**src/rtl/cbc_pkg.sv**
```systemverilog
package cbc_pkg;

    localparam int unsigned SEL_W        = 4;
    localparam logic [3:0]  SEL_CLK_LO   = 4'd8;
    localparam logic [3:0]  SEL_CLK_HI   = 4'd12;
    localparam logic [3:0]  EN_KEY       = 4'hA;

    typedef struct packed {
        logic [5:0] sec;
        logic [5:0] min;
        logic [4:0] hr;
        logic [8:0] day;
        logic       halt;
        logic       ovf;
    } clk_time_t;

    typedef enum logic [2:0] {
        F_SEC = 3'd0,
        F_MIN = 3'd1,
        F_HR  = 3'd2,
        F_DLO = 3'd3,
        F_DHI = 3'd4
    } clk_field_e;

    typedef enum logic [1:0] {
        CR_ENABLE = 2'd0,
        CR_ROMSEL = 2'd1,
        CR_WINSEL = 2'd2,
        CR_LATCH  = 2'd3
    } ctrl_reg_e;

    // One-second advance with the full carry chain in a single step.
    function automatic clk_time_t time_advance(clk_time_t t);
        clk_time_t n;
        logic      c_min, c_hr, c_day;
        n = t;
        if (!t.halt) begin
            c_min = (t.sec == 6'd59);
            n.sec = c_min ? 6'd0 : t.sec + 6'd1;
            c_hr  = c_min && (t.min == 6'd59);
            if (c_min) n.min = (t.min == 6'd59) ? 6'd0 : t.min + 6'd1;
            c_day = c_hr && (t.hr == 5'd23);
            if (c_hr) n.hr = (t.hr == 5'd23) ? 5'd0 : t.hr + 5'd1;
            if (c_day) begin
                n.day = t.day + 9'd1;
                if (t.day == 9'd511) n.ovf = 1'b1;
            end
        end
        return n;
    endfunction

    function automatic logic [7:0] time_read(clk_time_t t, clk_field_e f);
        logic [7:0] r;
        case (f)
            F_SEC:   r = {2'b00, t.sec};
            F_MIN:   r = {2'b00, t.min};
            F_HR:    r = {3'b000, t.hr};
            F_DLO:   r = t.day[7:0];
            F_DHI:   r = {t.ovf, t.halt, 5'b00000, t.day[8]};
            default: r = 8'hFF;
        endcase
        return r;
    endfunction

    function automatic clk_time_t time_store(clk_time_t t, clk_field_e f, logic [7:0] v);
        clk_time_t n;
        n = t;
        case (f)
            F_SEC: n.sec = v[5:0];
            F_MIN: n.min = v[5:0];
            F_HR:  n.hr  = v[4:0];
            F_DLO: n.day[7:0] = v;
            F_DHI: begin
                n.day[8] = v[0];
                n.halt   = v[6];
                n.ovf    = v[7];
            end
            default: n = t;
        endcase
        return n;
    endfunction

endpackage

```
**src/rtl/cbc_ctrl_regs.sv**
```systemverilog
module cbc_ctrl_regs
    import cbc_pkg::*;
#(
    parameter int unsigned ROM_BANKS = 128,
    localparam int unsigned ROM_W    = $clog2(ROM_BANKS)
) (
    input  logic             clk,
    input  logic             rst,
    input  logic             bus_wr,
    input  logic [15:0]      bus_addr,
    input  logic [7:0]       bus_wdata,
    output logic             acc_en,
    output logic [ROM_W-1:0] rom_bank,
    output logic [SEL_W-1:0] win_sel,
    output logic             latch_pulse
);
    ctrl_reg_e  creg;
    logic       ctrl_wr;
    logic [7:0] latch_prev;
    logic [6:0] bank_req;

    assign ctrl_wr  = bus_wr && !bus_addr[15];
    assign creg     = ctrl_reg_e'(bus_addr[14:13]);
    assign bank_req = (bus_wdata[6:0] == 7'd0) ? 7'd1 : bus_wdata[6:0];

    assign latch_pulse = ctrl_wr && (creg == CR_LATCH) &&
                         (bus_wdata == 8'h01) && (latch_prev == 8'h00);

    always_ff @(posedge clk) begin
        if (rst) begin
            acc_en     <= 1'b0;
            rom_bank   <= ROM_W'(1);
            win_sel    <= '0;
            latch_prev <= 8'h00;
        end else if (ctrl_wr) begin
            case (creg)
                CR_ENABLE: acc_en     <= (bus_wdata[3:0] == EN_KEY);
                CR_ROMSEL: rom_bank   <= ROM_W'(32'(bank_req) % ROM_BANKS);
                CR_WINSEL: win_sel    <= bus_wdata[SEL_W-1:0];
                CR_LATCH:  latch_prev <= bus_wdata;
                default:   ;
            endcase
        end
    end

    // the bank never leaves the populated range.
    a_r2_bank_in_range: assert property (@(posedge clk) disable iff (rst)
        32'(rom_bank) < ROM_BANKS);

    // a copy needs a fresh 0 in between, so pulses never come back to back.
    a_r5_no_double_latch: assert property (@(posedge clk) disable iff (rst)
        latch_pulse |=> !latch_pulse);

endmodule

```
**src/rtl/cbc_win_decode.sv**
```systemverilog
module cbc_win_decode
    import cbc_pkg::*;
#(
    parameter int unsigned RAM_BANKS = 4
) (
    input  logic             clk,
    input  logic             rst,
    input  logic             bus_wr,
    input  logic [15:0]      bus_addr,
    input  logic             acc_en,
    input  logic [SEL_W-1:0] win_sel,
    output logic             ram_cs,
    output logic             ram_we,
    output logic             rtc_cs,
    output logic             rtc_wr,
    output clk_field_e       field
);
    logic in_win, sel_clk, sel_ram_ok;

    assign in_win     = (bus_addr[15:13] == 3'b101);
    assign sel_clk    = (win_sel >= SEL_CLK_LO) && (win_sel <= SEL_CLK_HI);
    assign sel_ram_ok = !sel_clk && (32'(win_sel) < RAM_BANKS);

    assign ram_cs = acc_en && sel_ram_ok;
    assign rtc_cs = acc_en && sel_clk;
    assign ram_we = bus_wr && in_win && ram_cs;
    assign rtc_wr = bus_wr && in_win && rtc_cs;
    assign field  = clk_field_e'(3'(win_sel - SEL_CLK_LO));

    // the window is never claimed by RAM and the clock at once.
    a_r3_cs_exclusive: assert property (@(posedge clk) disable iff (rst)
        !(ram_cs && rtc_cs));

    // nothing is written while access is off.
    a_r10_no_write_disabled: assert property (@(posedge clk) disable iff (rst)
        !acc_en |-> !(ram_we || rtc_wr));

endmodule

```
**src/rtl/cbc_rtc_core.sv**
```systemverilog
module cbc_rtc_core
    import cbc_pkg::*;
(
    input  logic       clk,
    input  logic       rst,
    input  logic       tick,
    input  logic       load,
    input  clk_field_e field,
    input  logic [7:0] wdata,
    output clk_time_t  live
);
    always_ff @(posedge clk) begin
        if (rst) begin
            live <= '0;
        end else if (load) begin
            live <= time_store(live, field, wdata);
        end else if (tick) begin
            live <= time_advance(live);
        end
    end

    // a seconds wrap lands on zero.
    a_r7_sec_wrap: assert property (@(posedge clk) disable iff (rst)
        (tick && !load && !live.halt && live.sec == 6'd59) |=> live.sec == 6'd0);

    // overflow is sticky against ticks.
    a_r9_ovf_sticky: assert property (@(posedge clk) disable iff (rst)
        (live.ovf && !load) |=> live.ovf);

    // a halted clock does not move.
    a_r8_halt_freeze: assert property (@(posedge clk) disable iff (rst)
        (live.halt && !load) |=> $stable(live));

endmodule

```
**src/rtl/cbc_rtc_latch.sv**
```systemverilog
module cbc_rtc_latch
    import cbc_pkg::*;
(
    input  logic       clk,
    input  logic       rst,
    input  logic       latch_pulse,
    input  clk_time_t  live,
    input  clk_field_e field,
    output logic [7:0] rdata
);
    clk_time_t snap;

    always_ff @(posedge clk) begin
        if (rst)              snap <= '0;
        else if (latch_pulse) snap <= live;
    end

    assign rdata = time_read(snap, field);

    // the snapshot moves only on a copy.
    a_r6_snap_hold: assert property (@(posedge clk) disable iff (rst)
        !latch_pulse |=> $stable(snap));

endmodule

```
**src/rtl/cart_bank_rtc.sv**
```systemverilog
module cart_bank_rtc
    import cbc_pkg::*;
#(
    parameter int unsigned ROM_BANKS = 128,
    parameter int unsigned RAM_BANKS = 4,
    localparam int unsigned ROM_W    = $clog2(ROM_BANKS)
) (
    input  logic             clk,
    input  logic             rst,
    input  logic             bus_wr,
    input  logic [15:0]      bus_addr,
    input  logic [7:0]       bus_wdata,
    input  logic             tick,
    input  logic [7:0]       ram_rdata,
    output logic [ROM_W-1:0] rom_bank,
    output logic [3:0]       ram_bank,
    output logic             ram_cs,
    output logic             ram_we,
    output logic             rtc_cs,
    output logic [7:0]       win_rdata
);
    logic             acc_en, latch_pulse, rtc_wr;
    logic [SEL_W-1:0] win_sel;
    clk_field_e       field;
    clk_time_t        live;
    logic [7:0]       clk_rdata;

    cbc_ctrl_regs #(.ROM_BANKS(ROM_BANKS)) u_ctrl (
        .clk(clk), .rst(rst), .bus_wr(bus_wr), .bus_addr(bus_addr),
        .bus_wdata(bus_wdata), .acc_en(acc_en), .rom_bank(rom_bank),
        .win_sel(win_sel), .latch_pulse(latch_pulse)
    );

    cbc_win_decode #(.RAM_BANKS(RAM_BANKS)) u_dec (
        .clk(clk), .rst(rst), .bus_wr(bus_wr), .bus_addr(bus_addr),
        .acc_en(acc_en), .win_sel(win_sel), .ram_cs(ram_cs), .ram_we(ram_we),
        .rtc_cs(rtc_cs), .rtc_wr(rtc_wr), .field(field)
    );

    cbc_rtc_core u_core (
        .clk(clk), .rst(rst), .tick(tick), .load(rtc_wr), .field(field),
        .wdata(bus_wdata), .live(live)
    );

    cbc_rtc_latch u_latch (
        .clk(clk), .rst(rst), .latch_pulse(latch_pulse), .live(live),
        .field(field), .rdata(clk_rdata)
    );

    assign ram_bank  = win_sel;
    assign win_rdata = ram_cs ? ram_rdata : (rtc_cs ? clk_rdata : 8'hFF);

endmodule

```
**config.mk**
```make
export PLATFORM = sky130hd
export DESIGN_NAME = cart_bank_rtc
export DESIGN_NICKNAME = d
export VERILOG_FILES = /design/src/rtl/cbc_pkg.sv /design/src/rtl/cbc_ctrl_regs.sv /design/src/rtl/cbc_win_decode.sv /design/src/rtl/cbc_rtc_core.sv /design/src/rtl/cbc_rtc_latch.sv /design/src/rtl/cart_bank_rtc.sv
export SDC_FILE = /design/constraint.sdc
export NUM_CORES = 1
export LEC_CHECK = 0
export CAP_MARGIN = 5
export CORE_MARGIN = 2
export CORE_UTILIZATION = 44
export CTS_CLUSTER_SIZE = 14
export DETAILED_ROUTE_END_ITERATION = 10
export PLACE_DENSITY_LB_ADDON = 0.2
export SETUP_SLACK_MARGIN = 0.02
export SKIP_CTS_REPAIR_TIMING = 1
export SYNTH_ARGS = -nofsm -noshare
export SYNTH_HDL_FRONTEND = slang
export SYNTH_HIERARCHICAL = 1
export SYNTH_SLANG_ARGS = --single-unit
export TNS_END_PERCENT = 20
```
**constraint.sdc**
```tcl
create_clock -name clk -period 3 [get_ports clk]
set_input_delay 0.45 -clock clk [delete_from_list [all_inputs] [get_ports clk]]
set_output_delay 0.45 -clock clk [all_outputs]
set_load 0.005 [all_outputs]
```
* Yosys cells after proc, flatten, opt, wreduce, memory -nomap -nowiden *
Index checks and enable logic that the tools add are counted.
Widths: inputs -> output; s select.

word-level totals
  register bits = 76
  bits in latches = 0
  bits in writable memories = 0
  bits in read-only memories = 0
  word-level logic and storage cells = 102
  memories kept = 0

operators by class
  add/sub/neg operators = 5
  $mul = 0
  divide/modulo/power cells = 0
  $lt $le $gt $ge = 3
  eq/ne operators = 20
  shifts and indexed selects = 0
  multiplexer cells = 22
  bitwise gates (word level) = 0
  reductions and logical operators = 35

operators by type and width
  cell                 count
  $mux 28              2
  $pmux 8 s5           1
  $mux 6               5
  $mux 26              1
  $mux 8               3
  $reduce_and 4->1     4
  $mux 5               3
  $logic_and 1x1->1    13
  $add 6x1->6 const B  2
  $eq 6x6->1 const B   2
  $ne 2x1->1 const B   5
  $reduce_and 2->1     5
  $reduce_bool 2->1    5
  $add 9x1->9 const B  1
  $eq 9x9->1 const B   1
  $mux 9               1
  $eq 8x1->1 const B   1
  $logic_not 8->1      1
  $logic_not 7->1      1
  $mux 7               1
  $eq 3x2->1 const B   2
  $eq 3x3->1 const B   2
  $add 5x1->5 const B  1
  $eq 5x5->1 const B   1
  other kinds (16)     21

* Depth between registers and ports, before layout *
  depth in word-level cells = 7
  mapped depth = 9
  depth with buffers taken out = 8

* Cells and area by module *
Netlist, hierarchy kept.

modules (own cells, without submodules)
  module          times used  cells an instance  area an instance (µm²)
  cbc_rtc_core    1           211                1774.2
  cbc_rtc_latch   1           135                1281.2
  cbc_ctrl_regs   1           87                 794.5
  cart_bank_rtc   1           20                 187.7
  cbc_win_decode  1           10                 91.3

* Worst setup path before layout *
No wires, ideal clock.

  path kind = input port to flip-flop
  start = input bus_addr[14]
  end = register, netlist name u_core/live[4]
  arrival = 1925 ps
  path slack = 941 ps
  stages = 8
  buffers on the path = 3
  cells stage by stage = nand4b_4 -> nor3b_1 -> buf_6 -> buf_2 -> buf_1 -> nor2_1 -> o311ai_0 -> o31ai_1

between the ends
  word-level cells in the longest chain between the ends = 5
  elaborated cells between the ends (all ways) = 9

ends and longest elaborated chain
  what                                                line                  text
  from (decl)                                         cart_bank_rtc.sv:11   input logic [15:0] bus_addr,
  $eq 3x3->1 *                                        cbc_win_decode.sv:20  assign in_win = (bus_addr[15:13] == 3'b101);
  $logic_and 1x1->1 * (2 in series)                   cbc_win_decode.sv:27  assign rtc_wr = bus_wr && in_win && rtc_cs;
  named net rtc_wr                                    cart_bank_rtc.sv:22   logic acc_en, latch_pulse, rtc_wr;
  $ne 2x1->1 (no line), or another cell as far along  --
  $reduce_and 4->1 (no line)                          --

Mark *: on every way through the listed nets, which the timed path passes. The rest lies on a longest branch.
A chain may end at the register's enable or synchronous reset.

* Worst setup path in the final report *
  start = register u_ctrl.win_sel[0]
  end = output win_rdata[6]

between the ends
  word-level cells in the longest chain between the ends = 6
  elaborated cells between the ends (all ways) = 17

ends and longest elaborated chain
  what                                                                 line                 text
  from (decl)                                                          cbc_ctrl_regs.sv:14  output logic [SEL_W-1:0] win_sel,
  from (signal assigned)                                               cbc_ctrl_regs.sv:39  CR_WINSEL: win_sel <= bus_wdata[SEL_W-1:0];
  parallel branches: the longest is 5 deep, another holds $sub 3x1->3  --
  $mux 8 *                                                             cart_bank_rtc.sv:51  assign win_rdata = ram_cs ? ram_rdata : (rtc_cs ? clk_rdata : 8'hFF);
  to (decl)                                                            cart_bank_rtc.sv:20  output logic [7:0] win_rdata

Mark *: on every way between the ends.

==> flow_metrics.py <==
metrics = {
    "detailed_routing": {
        "drc": 0,
        "wl_um": 11070,
        "drt-pass1-iter-count": 6,
        "vias": 3670,
        "postRouteAntennaNets": 0,
        "via_per_inst": 5.939,
        "wire_per_inst_um": 17.91,
        "first_iter_violations": 229,
    },
    "power_and_ir_drop": {
        "vdd_ir_drop_max_uv": 206.5,
        "p_per_area_mw_per_mm2": 397.0,
        "leakage_nw": 1.731,
    },
    "critical_path": {
        "crit_arrival_ns": 2.29,
        "cp_max_fo": 4,
        "required_ns": 2.55,
        "worstSetupPathType": "flop to output pin",
        "start_kind": "flop",
        "end_kind": "output pin",
    },
    "die": {
        "io_pins": 58,
        "start_util_pct": 45.11,
        "die_area_mm2": 0.01017,
        "core_mm2": 0.009153,
        "rows": 35,
        "fp.dieW_um": 100.9,
        "dieHeight_um": 100.9,
    },
    "sta": {
        "hold_viol": 0,
        "fmax_mhz": 364.6,
        "tns_ns": 0,
        "slew-limit-headroom_pct": 46.01,
        "finalClockSkew_ns": 0.01266,
        "setup_violations": 0,
        "drv_slew": 0,
        "timing.final.crit_share_pct": 91.41,
        "period_needed_ns": 2.742,
        "worstMarginPinSlew_ns": 0.7993,
        "postLayoutSetupSlackWorst_ns": 0.2576,
        "rsz0062_at_grt": "no",
    },
    "global_route": {
        "grt-ovfl-total": 0,
        "busiest_layer": "met2",
        "grtUsageTotal_pct": 22.48,
        "grt_pass1_vias": 3501,
        "met3_usage_pct": 4.230,
        "antenna_found_initial": 0,
        "use_met1_pct": 29.99,
        "grt_pass1_wl_um": 17830,
        "grtUsageMet2_pct": 36.67,
        "grt_start_max_net_pins": 41,
    },
    "synth": {
        "syn_avg_cell_area_um2": 8.918,
        "synthCells": 463,
        "syn_nets": 504,
        "synth-main-ff-cell": "dfxtp_1",
        "synth_seq_cells": 76,
        "ys_seq_area_share_pct": 36.85,
        "yosys.area.top_type_share_pct": 36.85,
        "synth.distinct_cells": 77,
        "yosys-top-cells-area": "dfxtp_1, mux2i_1, nor2_1, a21oi_1, nand2_1",
        "synth_edf_count": 0,
        "synth_top_cell_by_area": "dfxtp_1",
        "synth_commonest_cells": "dfxtp_1, nor2_1, mux2i_1, nand2_1, a21oi_1",
        "yosysMostFrequentCell": "dfxtp_1",
        "yosys_warnings": 6,
        "netlist_area_mm2": 0.004129,
        "synthArstFlopShare_pct": 0,
    },
    "clocking": {
        "htreeDepth": 3,
        "clkSinkCount": 76,
        "cts_tree": "yes",
        "worstSkewPairLatency_ns": 0.36,
        "clock_tree.buffer_depth": 2,
        "clk_pin_slew_ns": 0.08,
        "root_buffer": "clkbuf_8",
        "cts_buffers": 9,
    },
    "placed_design": {
        "hpwl_um": 7676,
        "io_buffers": 44,
        "pre_cts_slack_ns": 0.09698,
        "finalWeightedCongestion": 0.8439,
    },
    "cells_and_area": {
        "drive_gt1_share_pct": 12.43,
        "synthToLayoutAreaGrowth_pct": 18.30,
        "final_nets": 544,
        "antennaDiodeCount": 0,
    },
    "flow_run": {
        "max_cap_violations": 0,
    },
    "worst_hold_path": {
        "min_path_type": "flop to flop",
    },
    "outcome": {
        "status": "completed",
    },
}
==> final timing paths <==
| kind | cells after the start | slack [ns] | end | startpoint |
|---|---|---|---|---|
| max | 5 | 0.26 | win_rdata[6] | u_ctrl/win_sel[0]$_SDFFE_PP0P_ |
| min | 2 | 0.46 | u_ctrl/latch_prev[6]$_SDFFE_PP0P_ | u_ctrl/latch_prev[6]$_SDFFE_PP0P_ |
| max reg2reg | 6 | 0.60 | u_core/live[8]$_SDFFE_PP0P_ | u_ctrl/win_sel[0]$_SDFFE_PP0P_ |
| min reg2reg | 2 | 0.46 | u_ctrl/latch_prev[6]$_SDFFE_PP0P_ | u_ctrl/latch_prev[6]$_SDFFE_PP0P_ |
==> report_power, final <==
| group | switching [W] | total [W] | internal [W] |
|---|---|---|---|
| Sequential | 0.00000779 | 0.00102 | 0.00102 |
| Clock | 0.000376 | 0.000774 | 0.000398 |
| Combinational | 0.0000765 | 0.000140 | 0.0000638 |
| Total | 0.000460 | 0.00194 | 0.00148 |
==> metrics by stage <==
step,hold slack [ns],cell area (µm²),utilization [%],instances,total power (W)
floorplan,0.4311,4129,-,463,0.001112
global placement,0.4407,4695,51.29,603,0.001186
detailed placement,0.4514,4695,51.29,603,0.001189
CTS,0.4640,4885,53.37,618,0.001953
global route,0.4846,4885,53.37,618,0.002005
finish,0.4585,4885,53.37,618,0.001939
==> critical path: stages (launching register included) <==
cell,delay [ns]
dfxtp_1,0.36
o21ai_0,0.23
nor2b_1,0.55
nor3b_2,0.32
a21oi_2,0.04
clkdlybuf4s50_1,0.44
==> metal layers <==
metal / share of wire (%) / vias to the layer above
li1: - / 1777
met1: 46 / 1777
met2: 48 / 106
met3: 5.0 / 10
met4: 1.3 / 0
met5: 0 / -
==> state kept, by name (all words and copies together) (netlist names) <==
| signal | flops |
|---|---|
| u_latch/snap | 28 |
| u_ctrl/acc_en | 1 |
| u_ctrl/rom_bank | 7 |
| u_core/live | 28 |
| u_ctrl/win_sel | 4 |
| u_ctrl/latch_prev | 8 |
==> final cells by class <==
cell class | instances | area, µm²
clock inverter | 5 | 52.55
sequential | 76 | 1521
timing repair buffer | 63 | 615.6
tap | 111 | 138.9
fill | 867 | 4268
clock buffer | 10 | 137.6
multi-input combinational | 338 | 2362
inverter | 15 | 56.30
==> kinds of logic after synthesis <==
logic type | share of synthesized area [%]
adders and majority gates | 1.515
and+or+nand+nor | 20.48
xor gates and xnor gates | 0.4243
muxes | 11.45
AOI/OAI and AO/OA | 22.97
buffers and inverters | 6.303
DFF | 36.85
==> cells in the final DEF, fill, tap and decap left out, types with 4 or more instances in the layout <==
master	synthesis	final
dfxtp_1	76	76
nor2_1	63	63
clkdlybuf4s50_1	0	43
mux2i_1	42	42
nand2_1	29	29
a21oi_1	25	25
o21ai_0	17	17
buf_4	6	16
inv_1	15	15
o31ai_1	11	11
nor2b_1	11	11
clkbuf_8	0	10
nand3_1	7	7
a2bb2oi_2	6	6
a31oi_1	6	6
a211oi_1	6	6
o311ai_0	6	6
and3_1	5	5
and4b_1	5	5
a22oi_1	5	5
o22ai_1	5	5
ha_1	5	5
nor3b_2	2	4
o41ai_1	4	4
nor3_1	5	4
o21ai_1	4	4
Power figures use the tool's default switching activity.
